`src/rtl/nibble_secc_codec.sv`:
```
module nibble_secc_codec (
  input  logic       clk,
  input  logic       rst_n,
  input  logic [3:0] enc_data_i,
  output logic [6:0] enc_word_o,
  input  logic       dec_valid_i,
  input  logic [6:0] dec_word_i,
  output logic       dec_valid_o,
  output logic [3:0] dec_data_o,
  output logic       dec_fixed_o
);

  function automatic logic [2:0] checks(input logic [3:0] d);
    return {d[3] ^ d[2] ^ d[1], d[3] ^ d[2] ^ d[0], d[3] ^ d[1] ^ d[0]};
  endfunction

  assign enc_word_o = {enc_data_i, checks(enc_data_i)};

  logic [3:0] rx_data;
  logic [2:0] syndrome;
  logic [3:0] flip_mask;
  logic [3:0] fixed_data;

  assign rx_data  = dec_word_i[6:3];
  assign syndrome = dec_word_i[2:0] ^ checks(rx_data);

  always_comb begin
    case (syndrome)
      3'b111:  flip_mask = 4'b1000;
      3'b110:  flip_mask = 4'b0100;
      3'b101:  flip_mask = 4'b0010;
      3'b011:  flip_mask = 4'b0001;
      default: flip_mask = 4'b0000;
    endcase
  end

  assign fixed_data = rx_data ^ flip_mask;

  always_ff @(posedge clk) begin
    if (!rst_n) begin
      dec_valid_o <= 1'b0;
      dec_data_o  <= 4'd0;
      dec_fixed_o <= 1'b0;
    end else begin
      dec_valid_o <= dec_valid_i;
      if (dec_valid_i) begin
        dec_data_o  <= fixed_data;
        dec_fixed_o <= |syndrome;
      end
    end
  end

  // output valid mirrors the input valid one edge later
  a_r8_valid_follows: assert property (@(posedge clk) disable iff (!rst_n)
    $past(rst_n) |-> dec_valid_o == $past(dec_valid_i));

  // idle input leaves the result untouched
  a_r10_hold_idle: assert property (@(posedge clk) disable iff (!rst_n)
    $past(rst_n) && !$past(dec_valid_i) |-> $stable(dec_data_o) && $stable(dec_fixed_o));

  // no repair means the received nibble passes through
  a_r5_clean_pass: assert property (@(posedge clk) disable iff (!rst_n)
    $past(rst_n) && $past(dec_valid_i) && !dec_fixed_o |-> dec_data_o == $past(dec_word_i[6:3]));

  // a repair changes at most one data bit
  a_r6_one_bit_repair: assert property (@(posedge clk) disable iff (!rst_n)
    $past(rst_n) && $past(dec_valid_i) |-> $countones(dec_data_o ^ $past(dec_word_i[6:3])) <= 1);

  // leaving reset, nothing is reported
  a_r9_reset_quiet: assert property (@(posedge clk) disable iff (!rst_n)
    !$past(rst_n) |-> !dec_valid_o && !dec_fixed_o && dec_data_o == 4'd0);

endmodule

```
`config.mk`:
```
export PLATFORM = sky130hd
export DESIGN_NAME = nibble_secc_codec
export DESIGN_NICKNAME = d
export VERILOG_FILES = /design/src/rtl/nibble_secc_codec.sv
export SDC_FILE = /design/constraint.sdc
export NUM_CORES = 1
export LEC_CHECK = 0
export ABC_AREA = 1
export CORE_MARGIN = 2
export CORE_UTILIZATION = 43
export DETAILED_ROUTE_END_ITERATION = 12
export PLACE_DENSITY_LB_ADDON = 0.12
export SLEW_MARGIN = 20
export SYNTH_ARGS = -nofsm -noshare
export SYNTH_HDL_FRONTEND = slang
export SYNTH_SLANG_ARGS = --single-unit
```
`constraint.sdc`:
```
create_clock -name clk -period 1.3 [get_ports clk]
set_input_delay 0.13 -clock clk [delete_from_list [all_inputs] [get_ports clk]]
set_output_delay 0.13 -clock clk [all_outputs]
set_load 0.005 [all_outputs]
```
**Yosys cells after proc, flatten, opt, wreduce, memory -nomap -nowiden**

Index checks and enable logic that the tools add are counted.

- Bits in registers: 6
- Input bits: 14
- Output and inout bits: 13
- Logic and storage cells: 21

- Equality and inequality tests: 4
- Multiplexer cells: 1
- Bitwise gates (word level): 12
- Reductions and logical operators: 1

Operators with widths:

| cell | number |
|---|---|
| $pmux 4 s4 | 1 |
| $xor 1x1->1 | 10 |
| $eq 3x3->1 const B | 3 |
| $xor 4x4->4 | 1 |
| $eq 3x2->1 const B | 1 |
| $reduce_or 3->1 | 1 |
| $xor 3x3->3 | 1 |

**Logic depth before layout (Yosys ltp)**

- Word-level depth: 6
- Gate-level depth with buffers: 11
- Depth with buffers taken out: 11

**Worst setup path after synthesis**

No wires, ideal clock.

- Path type: input -> register
- Start: in dec_word_i[4]
- End: reg dec_data_o[0]
- Library setup time: 0.109 ns
- Data arrival time: 0.765 ns
- Data required time: 1.191 ns
- Setup slack: 0.426 ns
- Stages on the path: 10
- Buffers on the path: 0
- Cell sequence: inv_1 nand2_1 nand2_2 nand2_2 nand2_2 nand3_1 nand2_1 nand3_1 nand2_1 inv_1

- Cells in the longest elaborated chain, start to end: 6
- Elaborated cells on any way between the ends: 10
- Those cells by class: eq/ne (4); mux (1); bitwise (5)

Ends and longest elaborated chain:

| what | RTL line | text |
|---|---|---|
| start: declaration | 7 | `input logic [6:0] dec_word_i,` |
| $xor 1x1->1 (2 in series) | 14 | `return {d[3] ^ d[2] ^ d[1], d[3] ^ d[2] ^ d[0], d[3] ^ d[1] ^ d[0]};` |
| $xor 3x3->3 * | 25 | `assign syndrome = dec_word_i[2:0] ^ checks(rx_data);` |
| $eq 3x2->1 / $eq 3x3->1 (equally long branches) | 28 | `case (syndrome)` |
| $pmux 4 s4 * | 28 |  |
| $xor 4x4->4 * | 37 | `assign fixed_data = rx_data ^ flip_mask;` |
| end signal: assignment | 47 | `dec_data_o <= fixed_data;` |
| end: declaration | 9 | `output logic [3:0] dec_data_o,` |

Every way passes the cells marked *; elsewhere a longest branch is shown, timed or not.
A chain may end at the register's enable or synchronous reset.

**Worst setup path in the final report**

- Start: in enc_data_i[0]
- End: out enc_word_o[3]

RTL lines:

| what | RTL line | text |
|---|---|---|
| start: declaration | 4 | `input logic [3:0] enc_data_i,` |
| end: declaration | 5 | `output logic [6:0] enc_word_o,` |

No word-level cell between the ends.

==> out/results.tsv <==
metric	value	unit
ys_warn_count	0	
grt_util_met3	2.174	%
drive_gt1_share	25.00	%
grt_overflow	0	
cts_sinks	6	
finalHoldViolations	0	
postCtsSetupBuffers	0	
antenna_found_initial	0	
crit_slowest_cell	clkdlybuf4s50_1	
start_util	45.87	%
place.port_buffers	26	
place_hpwl	1196	um
synth_area	596.8	um2
tns	0	ps
ant_nets	0	
worstMarginPinSlew	229.1	ps
cap_violations	0	
synth.avg_cell_area	5.794	um2
grt_pass1_vias	521	
dieArea	1702	um2
drt_iter0_markers	24	
finalMaxSlewViolations	0	
path_cells	clkdlybuf4s50_1 > clkdlybuf4s50_1	
finalCritPeriodShare	94.91	%
grtUsageTotal	17.59	%
die_h	41.26	um
arrival	1100	ps
crit_buf_inv	2	
path_clk_slew	50	ps
clockRootBuffer	clkbuf_4	
hold_class	input pin to flop	
cts_hold_buf	0	
finalNetCount	156	
crit_type	input pin to primary output	
vias_per_cell	4.774	
synth_fp_nets	117	
crit_family	buffers and inverters	
slew-limit-headroom	84.73	%
timing.critical_path.mode_cell	clkdlybuf4s50_1	
endpoint_kind	primary output	
wl_per_cell	9.419	um
drc_errors	0	
grt_pass1_wl	1911	um
setup.worst_path.start_class	input pin	
h-tree-depth	1	
vdd_ir_drop_max	0.0003984	V
grtUsageMet1	14.84	%
drt_pre_antenna_iters	4	
required	1170	ps
numCtsBuffers	3	
ys_seq_elements	6	
core	1301	um2
io_pins	27	
cts_tree	done	
via_count	740	
rows	13	
ys_seq_area_share	20.13	%
top_usage_layer	met2	
clk_latency	240	ps
use_met2	37.50	%
fp.dieW	41.26	um
wirelength	1460	um
antenna_cells	0	
grt_max_degree	8	
leakagePower	0.5690	nW
fin_skew	0	ps
syn_to_final_growth	64.15	%
synth.distinct_cells	15	
syn_inst	103	
worst_path_largest_cell_delay	500	ps
status	complete, no violations	
setup_viol	0	
max_freq	810.5	MHz
gp_congestion	0.7551	
powerDensity	713.7	nW/um2
clockBufferDepth	2	
worstPathMaxFanout	2	
fin_crit	1234	ps
final_core_util	75.29	%
## synthesized netlist by cell type (all sizes together)
master  number  share of area [%]
inv         19                 12
dfxtp        6                 20
a41oi        1                1.5
xor2         2                2.9
buf          5                6.3
nand3        8                6.7
nand4        4                4.2
nor2        14                9.6
xnor2        4                5.9
nand2       39                 30
o21ai        1               0.84
## flip-flops by register name, indices dropped and copies added (netlist names)
register	cells
dec_data_o	4
dec_fixed_o	1
dec_valid_o	1
## power by group
group / switching [mW] / total [mW] / internal, mW
Combinational: 0.152 / 0.320 / 0.168
Clock: 0.0697 / 0.174 / 0.105
Sequential: 0.00576 / 0.204 / 0.199
Total: 0.228 / 0.699 / 0.471
## layer usage
metal | vias up | part of all wire, %
met5 | - | 0
met3 | 2 | 6.6
li1 | 386 | -
met1 | 324 | 37
met2 | 28 | 55
met4 | 0 | 1.0
## worst paths after layout
kind | depth (start not counted) | slack, ps | from | to
worst max register to register | 2 | 630 | dec_fixed_o$_SDFFE_PN0P_ | dec_fixed_o$_SDFFE_PN0P_
worst min-delay path | 6 | 370 | dec_word_i[4] | dec_data_o[1]$_SDFFE_PN0P_
worst min register to register | 4 | 550 | dec_data_o[0]$_SDFFE_PN0P_ | dec_data_o[0]$_SDFFE_PN0P_
worst max-delay path | 2 | 70 | enc_data_i[0] | enc_word_o[3]
## cells by family after synthesis
kind of cell	after synthesis	synth area share [%]
compound gates	2	2.306
flops	6	20.13
buf+inv	24	18.24
xor+xnor	6	8.805
simple gates	65	50.52
## through the flow
| stage | hold slack (ps) | power (mW) | cell area (um2) | setup slack [ps] | cells |
|---|---|---|---|---|---|
| 3_3_place_gp | 540.7 | 0.5235 | 935.9 | -345.7 | 152 |
| 4_1_cts | 425.2 | 0.7048 | 959.7 | 20.04 | 155 |
| 5_1_grt | 434.5 | 0.7499 | 979.7 | -26.41 | 155 |
| 3_5_place_dp | 549.5 | 0.5345 | 935.9 | -383.2 | 152 |
| 2_1_floorplan | 227.6 | 0.3660 | 596.8 | 426.1 | 103 |
| 6_report | 374.2 | 0.6992 | 979.7 | 66.22 | 155 |
## cell usage in the layout, fill, tap and decap left out, drive strengths merged
| cell | n |
|---|---|
| inv | 19 |
| a41oi | 1 |
| o21ai | 1 |
| clkdlybuf4s50 | 14 |
| xnor2 | 4 |
| dlymetal6s2s | 3 |
| nand4 | 4 |
| nor2 | 14 |
| dfxtp | 6 |
| dlygate4sd2 | 9 |
| nand2 | 39 |
| xor2 | 2 |
| clkbuf | 3 |
| buf | 13 |
| nand3 | 8 |
## what timing repair did
| action | CTS | global route |
|---|---|---|
| resized for setup | 11 | 6 |
| setup endpoints to repair | 10 | 5 |
| endpoints found under the hold margin | 0 | 0 |
| pin swaps | 2 | 2 |
## final cells by class
cell class                      instances  area [um2]
Clock buffer                            3       22.52
Tap cell                               15       18.77
Multi-Input combinational cell         73       392.9
Timing Repair Buffer                   39       354.1
Inverter                               19       71.32
Fill cell                             112       321.6
Sequential cell                         6       120.1
No activity file was read; power rests on OpenSTA's default activity.
